==> config.mk <==
export PLATFORM = sky130hd
export DESIGN_NAME = snoop_resp_gen
export DESIGN_NICKNAME = d
export VERILOG_FILES = /design/src/rtl/srg_pkg.sv /design/src/rtl/srg_kind_decode.sv /design/src/rtl/srg_window.sv /design/src/rtl/srg_push_flag.sv /design/src/rtl/snoop_resp_gen.sv
export SDC_FILE = /design/constraint.sdc
export NUM_CORES = 1
export LEC_CHECK = 0
export CORE_MARGIN = 4
export CORE_UTILIZATION = 40
export DETAILED_ROUTE_END_ITERATION = 6
export HOLD_SLACK_MARGIN = 0.12
export PLACE_DENSITY_LB_ADDON = 0.3
export SYNTH_ARGS = -nofsm -noshare
export SYNTH_HDL_FRONTEND = slang
export SYNTH_SLANG_ARGS = --single-unit
==> constraint.sdc <==
create_clock -name clk -period 1.3 [get_ports clk]
set_input_delay 0.195 -clock clk [delete_from_list [all_inputs] [get_ports clk]]
set_output_delay 0.195 -clock clk [all_outputs]
set_load 0.05 [all_outputs]
==> src/rtl/srg_pkg.sv <==
package srg_pkg;
  localparam int SNP_KIND_W = 3;

  typedef enum logic [SNP_KIND_W-1:0] {
    SNP_MISS = 3'd0,
    SNP_EXCL = 3'd1,
    SNP_SHRD = 3'd2,
    SNP_MOD  = 3'd3,
    SNP_RSV  = 3'd4
  } snp_kind_e;

  typedef enum logic [2:0] {
    S_IDLE  = 3'd0,
    S_OPEN  = 3'd1,
    S_HOLD  = 3'd2,
    S_DRIVE = 3'd3,
    S_NEG   = 3'd4,
    S_LATE  = 3'd5
  } srg_state_e;

  typedef struct packed {
    logic rty;
    logic shr;
  } resp_bits_t;
endpackage

==> src/rtl/srg_kind_decode.sv <==
module srg_kind_decode
  import srg_pkg::*;
(
  input  logic [SNP_KIND_W-1:0] kind_i,
  output resp_bits_t            bits_o,
  output logic                  dirty_o
);
  always_comb begin
    bits_o  = '0;
    dirty_o = 1'b0;
    case (kind_i)
      SNP_EXCL, SNP_SHRD, SNP_RSV: bits_o.shr = 1'b1;
      SNP_MOD: begin
        bits_o.rty = 1'b1;
        bits_o.shr = 1'b1;
        dirty_o    = 1'b1;
      end
      default: bits_o = '0;
    endcase
  end
endmodule

==> src/rtl/srg_window.sv <==
module srg_window #(
  parameter int MIN_LEAD  = 2,
  parameter int NEG_DELAY = 2
) (
  input  logic clk,
  input  logic rst_n,
  input  logic start_i,
  input  logic open_i,
  input  logic aack_i,
  output logic lead_ok_o,
  output logic close_o
);
  localparam int STG_W = $clog2(NEG_DELAY + 1);

  logic [STG_W-1:0] stage_q;

  generate
    if (MIN_LEAD <= 1) begin : g_no_lead
      assign lead_ok_o = 1'b1;
    end else begin : g_lead
      localparam int AGE_W = $clog2(MIN_LEAD + 1);
      logic [AGE_W-1:0] age_q;
      always_ff @(posedge clk) begin
        if (!rst_n)                          age_q <= '0;
        else if (start_i)                    age_q <= AGE_W'(1);
        else if (age_q < AGE_W'(MIN_LEAD))   age_q <= age_q + 1'b1;
      end
      assign lead_ok_o = (age_q == AGE_W'(MIN_LEAD));
    end
  endgenerate

  always_ff @(posedge clk) begin
    if (!rst_n)                                    stage_q <= '0;
    else if (start_i)                              stage_q <= '0;
    else if (open_i) begin
      if (stage_q == '0 && aack_i)                 stage_q <= STG_W'(1);
      else if (stage_q != '0 && stage_q < STG_W'(NEG_DELAY))
                                                   stage_q <= stage_q + 1'b1;
    end
  end

  assign close_o = (stage_q == STG_W'(NEG_DELAY));
endmodule

==> src/rtl/srg_push_flag.sv <==
module srg_push_flag (
  input  logic clk,
  input  logic rst_n,
  input  logic set_i,
  input  logic ack_i,
  input  logic retry_i,
  output logic pend_o
);
  always_ff @(posedge clk) begin
    if (!rst_n)                 pend_o <= 1'b0;
    else if (set_i)             pend_o <= 1'b1;
    else if (ack_i && !retry_i) pend_o <= 1'b0;
  end
endmodule

==> src/rtl/snoop_resp_gen.sv <==
module snoop_resp_gen
  import srg_pkg::*;
#(
  parameter int MIN_LEAD  = 2,
  parameter int NEG_DELAY = 2
) (
  input  logic                  clk,
  input  logic                  rst_n,
  input  logic                  bus_ts_i,
  input  logic                  bus_aack_i,
  input  logic                  snp_valid_i,
  output logic                  snp_ready_o,
  input  logic [SNP_KIND_W-1:0] snp_kind_i,
  output logic                  rty_en_o,
  output logic                  rty_lvl_o,
  output logic                  shr_en_o,
  output logic                  shr_lvl_o,
  output logic                  push_req_o,
  input  logic                  push_ack_i,
  input  logic                  push_retry_i,
  output logic                  late_err_o
);
  srg_state_e st_q, st_d;
  resp_bits_t keep_q, dec_bits;
  logic       dec_dirty, lead_ok, close_now;
  logic       is_idle, tenure_open, start, hs, capture, late_take;

  assign is_idle     = (st_q == S_IDLE);
  assign tenure_open = (st_q == S_OPEN) || (st_q == S_HOLD) || (st_q == S_DRIVE);
  assign start       = is_idle && bus_ts_i;
  assign snp_ready_o = (st_q == S_OPEN) || (st_q == S_LATE);
  assign hs          = snp_valid_i && snp_ready_o;
  assign capture     = hs && (st_q == S_OPEN) && !close_now;
  assign late_take   = hs && ((st_q == S_LATE) || close_now);

  srg_kind_decode u_dec (
    .kind_i  (snp_kind_i),
    .bits_o  (dec_bits),
    .dirty_o (dec_dirty)
  );

  srg_window #(.MIN_LEAD(MIN_LEAD), .NEG_DELAY(NEG_DELAY)) u_win (
    .clk       (clk),
    .rst_n     (rst_n),
    .start_i   (start),
    .open_i    (tenure_open),
    .aack_i    (bus_aack_i),
    .lead_ok_o (lead_ok),
    .close_o   (close_now)
  );

  srg_push_flag u_push (
    .clk     (clk),
    .rst_n   (rst_n),
    .set_i   (capture && dec_dirty),
    .ack_i   (push_ack_i),
    .retry_i (push_retry_i),
    .pend_o  (push_req_o)
  );

  always_comb begin
    st_d = st_q;
    case (st_q)
      S_IDLE:  if (bus_ts_i) st_d = S_OPEN;
      S_OPEN: begin
        if (close_now)  st_d = hs ? S_IDLE : S_LATE;
        else if (hs)    st_d = lead_ok ? S_DRIVE : S_HOLD;
      end
      S_HOLD:  if (lead_ok)   st_d = S_DRIVE;
      S_DRIVE: if (close_now) st_d = S_NEG;
      S_NEG:   st_d = S_IDLE;
      S_LATE:  if (hs)        st_d = S_IDLE;
      default: st_d = S_IDLE;
    endcase
  end

  always_ff @(posedge clk) begin
    if (!rst_n) begin
      st_q       <= S_IDLE;
      keep_q     <= '0;
      late_err_o <= 1'b0;
    end else begin
      st_q       <= st_d;
      late_err_o <= late_take;
      if (capture) keep_q <= dec_bits;
    end
  end

  logic drv_low, drv_any;
  assign drv_low   = (st_q == S_DRIVE);
  assign drv_any   = drv_low || (st_q == S_NEG);
  assign rty_en_o  = drv_any && keep_q.rty;
  assign rty_lvl_o = !(drv_low && keep_q.rty);
  assign shr_en_o  = drv_any && keep_q.shr;
  assign shr_lvl_o = !(drv_low && keep_q.shr);
endmodule

# After elaboration in Yosys (flattened, before gate mapping)
# Index checks and enable logic that the tools add are counted.
dict set report totals {
  ff_bits 11
  in_bits 10
  output_inout_bits 7
  elab_cells 78
}
dict set report op_classes {
  add_sub_neg 2
  magnitude_cmp 2
  eq_ne 16
  mux 17
  bitwise_logic 1
  reduce_logical 32
}
# operator n
set ops {}
lappend ops {{2-to-1 mux 3 bit} 7}
lappend ops {{case mux 3 bit (5 select lines)} 1}
lappend ops {{logical AND 1 bit} 13}
lappend ops {{== test 3 x 2 -> 1 bit, second input constant} 4}
lappend ops {{== test 3 bit, second input constant} 3}
lappend ops {{!= test 2 bit, second input constant} 4}
lappend ops {{nonzero test 2 bit} 4}
lappend ops {{2-to-1 mux 1 bit} 7}
lappend ops {{== test 3 x 1 -> 1 bit, second input constant} 2}
lappend ops {{logical OR 1 bit} 5}
lappend ops {{AND reduction 5 bit} 1}
lappend ops {{adder 2 x 1 -> 2 bit, second input constant} 2}
lappend ops {{== test 2 bit, second input constant} 2}
lappend ops {{logical NOT 1 bit} 4}
lappend ops {{less-than comparator 2 bit, second input constant} 2}
lappend ops {{2-to-1 mux 2 bit} 2}
lappend ops {{OR reduction 4 bit} 1}
lappend ops {{logical NOT 3 bit} 1}
lappend ops {{!= test 3 bit, second input constant} 1}
lappend ops {{logical NOT 2 bit} 1}
lappend ops {{AND reduction 2 bit} 1}
lappend ops {{OR reduction 2 bit} 1}
lappend ops {{inverter 1 bit} 1}

# Logic depth before layout (Yosys ltp)
dict set report logic_depth {
  ltp_word 7
  mapped_depth 5
}

# Modules after synthesis
# From an unflattened synthesis, not the netlist that was laid out.
dict set report hier_totals {
  cells_unflattened 73
  area_unflattened_um2 654.4
}
# mod instances cells_per_inst area_per_inst_um2 seq_area_each_um2
set modules_own_cells {}
lappend modules_own_cells {snoop_resp_gen 1 41 359.1 120.1}
lappend modules_own_cells {srg_window 1 23 224.0 80.1}
lappend modules_own_cells {srg_push_flag 1 4 41.3 20.0}
lappend modules_own_cells {srg_kind_decode 1 5 30.0 0.0}

# Least setup slack after synthesis
# OpenSTA, ideal clock, no wires.
dict set report synth_timing {
  kind {reg-to-output}
  startpoint {reg st_q[0]}
  endpoint {out rty_en_o}
  arrival_time_ns 1.428
  t_required_ns 1.105
  path_slack_ns -0.323
  path_stages_with_launch 5
  path_buffers 1
  cell_sequence {dfxtp_1 -> buf_2 -> and3b_2 -> a21oi_1 -> nor2b_1}
}
dict set report synth_between {
  elab_chain_cells 3
  elab_cells_between_ends 4
  classes_between {eq/ne (2); reduce/logical (2)}
}
# item line
set synth_rtl {}
lappend synth_rtl {{start: declaration} snoop_resp_gen.sv:23} ;# srg_state_e st_q, st_d;
lappend synth_rtl {{start signal: assignment} snoop_resp_gen.sv:83} ;# st_q <= st_d;
lappend synth_rtl {{== test 3 x 2 -> 1 bit / == test 3 bit (equally long branches)} {snoop_resp_gen.sv:90, snoop_resp_gen.sv:91}}
lappend synth_rtl {{logical OR 1 bit (*)} snoop_resp_gen.sv:91} ;# assign drv_any = drv_low || (st_q == S_NEG);
lappend synth_rtl {{logical AND 1 bit (*)} snoop_resp_gen.sv:92} ;# assign rty_en_o = drv_any && keep_q.rty;
lappend synth_rtl {{end: declaration} snoop_resp_gen.sv:14} ;# output logic rty_en_o,
# Every way passes the cells marked *; elsewhere a longest branch is shown, timed or not.

# Final worst setup path
dict set report layout_timing {
  startpoint {reg st_q[1]}
  endpoint {out rty_en_o}
}
# Same word-level chain as after synthesis.

==> results.md <==
* Outcome: finished, violations left
* Failing checks: negative setup slack
* Root buf cell: clkbuf_4
* Min-Delay Startpoint: u_win.g_lead.age_q[1]
* Finished Cell Area at 0.001160 mm2
* Post-synthesis cell type count at 29
* Routed wire length at 2.063 mm
* Syn avg cell area at 8.393 um2
* Worst slew margin at 83.40%
* GPL Wtd Cong at 0.7448
* Hold Crit Class: reg2reg
* Most common cell after layout, fill and taps aside: buf_4
* Worst reg2reg path startpoint: u_win.stage_q[0]
* Dpl hpwl at 1.284 mm
* Area Overhead vs Synth at 91.92%
* Vias in the first global route at 689
* Number of port buffers at 16
* Placed cell areas at 997.2 um2
* Final Power at 944.6 uW
* DRC violations left at 0
* Worst reg2reg path depth at 5
* IO Pins at 17
* Most frequent cells in the layout: buf_4, clkdlybuf4s50_1, nor2_1
* Clk buf depth at 2
* Die height at 46.87 um
* Flops & latches, synth at 11
* Dpl cells at 117
* Drt first pass iters at 4
* Initial antenna violation count at 0
* Post-Layout Cell Count at 126
* Max-cap violations at 0
* Cell count after synthesis at 72
* DR vias at 699
* Diodes inserted at 0
* Syn Std Cell Area at 604.3 um2
* Global-route wire length before repair at 3.125 mm
* CP Max Fanout at 3
* Minimum clock period at 1467 ps
* CP Launch Type: register
* Syn_nets at 85
* Clock transition at path regs at 80 ps
* Clk sinks at 11
* Largest net degree at the start of global routing at 8
* Worst-margin pin slew at 242.0 ps
* Worst Path Arrival at 1270 ps
* CTS tree: yes
* Worst EP required at 1110 ps
* Row count at 13
* Initial DRC count at 23
* Hold path endpoint: u_win.g_lead.age_q[1]
* Wire per inst at 16.37 um
* Setup WS pre-CTS at -334.2 ps
* Congestion Overflow GR at 0
* Final Max Slew Viols at 0
* Reg2reg setup slack at -120 ps
* Critical path, cell by cell: and3b_2, a21oi_4, nor2b_4, buf_12
* Crit Path Class: reg2out
* Endpoints failing setup at 9
* Crit end category: primary output
* YS warnings at 0
* Tot GR Track Use at 20.22%
* H-tree levels at 1
* Insertion delay to the later sink of the worst-skew pair at 270 ps
* Layout cells sized above 1 at 51.35%
* Worst Skew at 2.725 ps
* Total CTS buffers at 3
* Hold depth at 2
* Core area at 0.001366 mm2
* Starting density of the core at 44.23%
* Lkg Pwr at 0.4887 nW
* Die width at 46.87 um
* Vias per inst at 5.548
* Endpoints failing hold at 0
* Post-synthesis sequential area ratio at 36.44%
* Crit-path max cell delay at 350 ps
* DIE AREA at 0.002197 mm2
* RSZ-0062 raised after global routing: yes
* Max VDD drop at 0.6174 mV
* Final core utilization at 84.89%
* Power Density at 814.4 mW/mm2
* Max Fclk at 681.7 MHz
* Worst setup margin at -166.9 ps
* Antenna violation net count after detailed routing at 0
* Worst path slowest cell: dfxtp_4
* Reg-to-Reg End: keep_q[1]
* Nets at 125
* Final worst-path cycle share at 112.8%
[worst max-delay path, delay by kind of cell, from the launching register on]
kind,cells,cell delay (ps)
and+or+nand+nor,2,290
AOI/OAI and AO/OA,1,200
buffers and inverters,1,150
DFF,1,350
[registers in the layout, summed over array words and instances (netlist names)]
register	flops
keep_q	2
st_q	3
u_win.g_lead.age_q	2
late_err_o	1
u_push.pend_o	1
u_win.stage_q	2
[metal layers]
layer	track usage, %	routed length [um]	share of wire [%]	vias to the layer above
met2	33.06	1044	51	36
met3	4.215	117	5.7	6
met1	25.52	860	42	325
met4	8.840	41	2.0	0
met5	0	0	0	-
li1	-	-	-	332
[per-stage QoR]
step           TNS (ps)  hold slack (ps)
6_report         -862.2            544.2
5_1_grt           -1308            569.2
3_3_place_gp     -867.3            512.3
3_5_place_dp      -1243            504.1
2_1_floorplan    -358.5            332.5
4_1_cts          -749.0            549.9
[cells in the mapped netlist, drive strengths merged]
master,n,share of area [%]
o221ai,1,1.4
or2,1,1.4
o21ai,3,2.5
o221a,2,3.7
nand2,6,3.7
a2111oi,1,1.4
nor3,1,0.83
a21oi,5,4.1
and3,1,1.0
nor2,8,5.0
o211ai,1,1.2
nand3b,1,1.2
nand2b,3,3.1
mux2i,1,1.7
o2bb2ai,1,1.4
buf,2,1.7
inv,6,3.7
ha,3,6.2
dfxtp,11,36
nor4b,1,1.4
nor2b,4,4.1
xnor2,1,1.4
and3b,1,1.7
o21bai,1,1.2
or4,1,1.9
o21a,2,2.5
nand3,1,0.83
xor2,1,1.4
o41ai,1,1.4
[repair_timing]
action | in CTS | in global routing
pin swaps | 5 | 3
hold buffers | 0 | 0
gates resized for setup | 18 | 7
buffers inserted | 5 | 1
setup endpoints to repair | 9 | 12
[area by class of cell]
cell class	instances	area, um2
sequential	11	229.0
inverter	6	22.52
tap	15	18.77
clock buffer	4	26.28
timing repair buffer	37	399.1
multi-input combinational	53	464.2
fill	75	206.4
[how the worst max path moves through the flow]
stage	from	end	slack [ps]
global route	st_q[0]	rty_en_o	-200
global placement	snp_valid_i	u_push.pend_o	-290
detailed placement	snp_valid_i	u_push.pend_o	-330
finish	st_q[1]	rty_en_o	-170
CTS	st_q[1]	rty_en_o	-150
floorplan	u_win.stage_q[0]	u_push.pend_o	-130
[report_power, final]
group	internal (mW)	leakage [nW]	switching (mW)	total, mW
logic	0.172	0.382	0.147	0.319
registers	0.362	0.0922	0.0194	0.382
clock network	0.119	0.0150	0.125	0.244
[kinds of logic (layout without fill, tap and decap cells)]
family	Yosys count	in the layout	share of synthesized area, %
buf+inv	8	47	5.383
simple gates	29	29	26.29
xor+xnor	2	2	2.899
fa+ha+maj	3	3	6.212
mux	1	1	1.656
flops	11	11	36.44
compound gates	18	18	21.12
(Power assumes the default switching activity.)
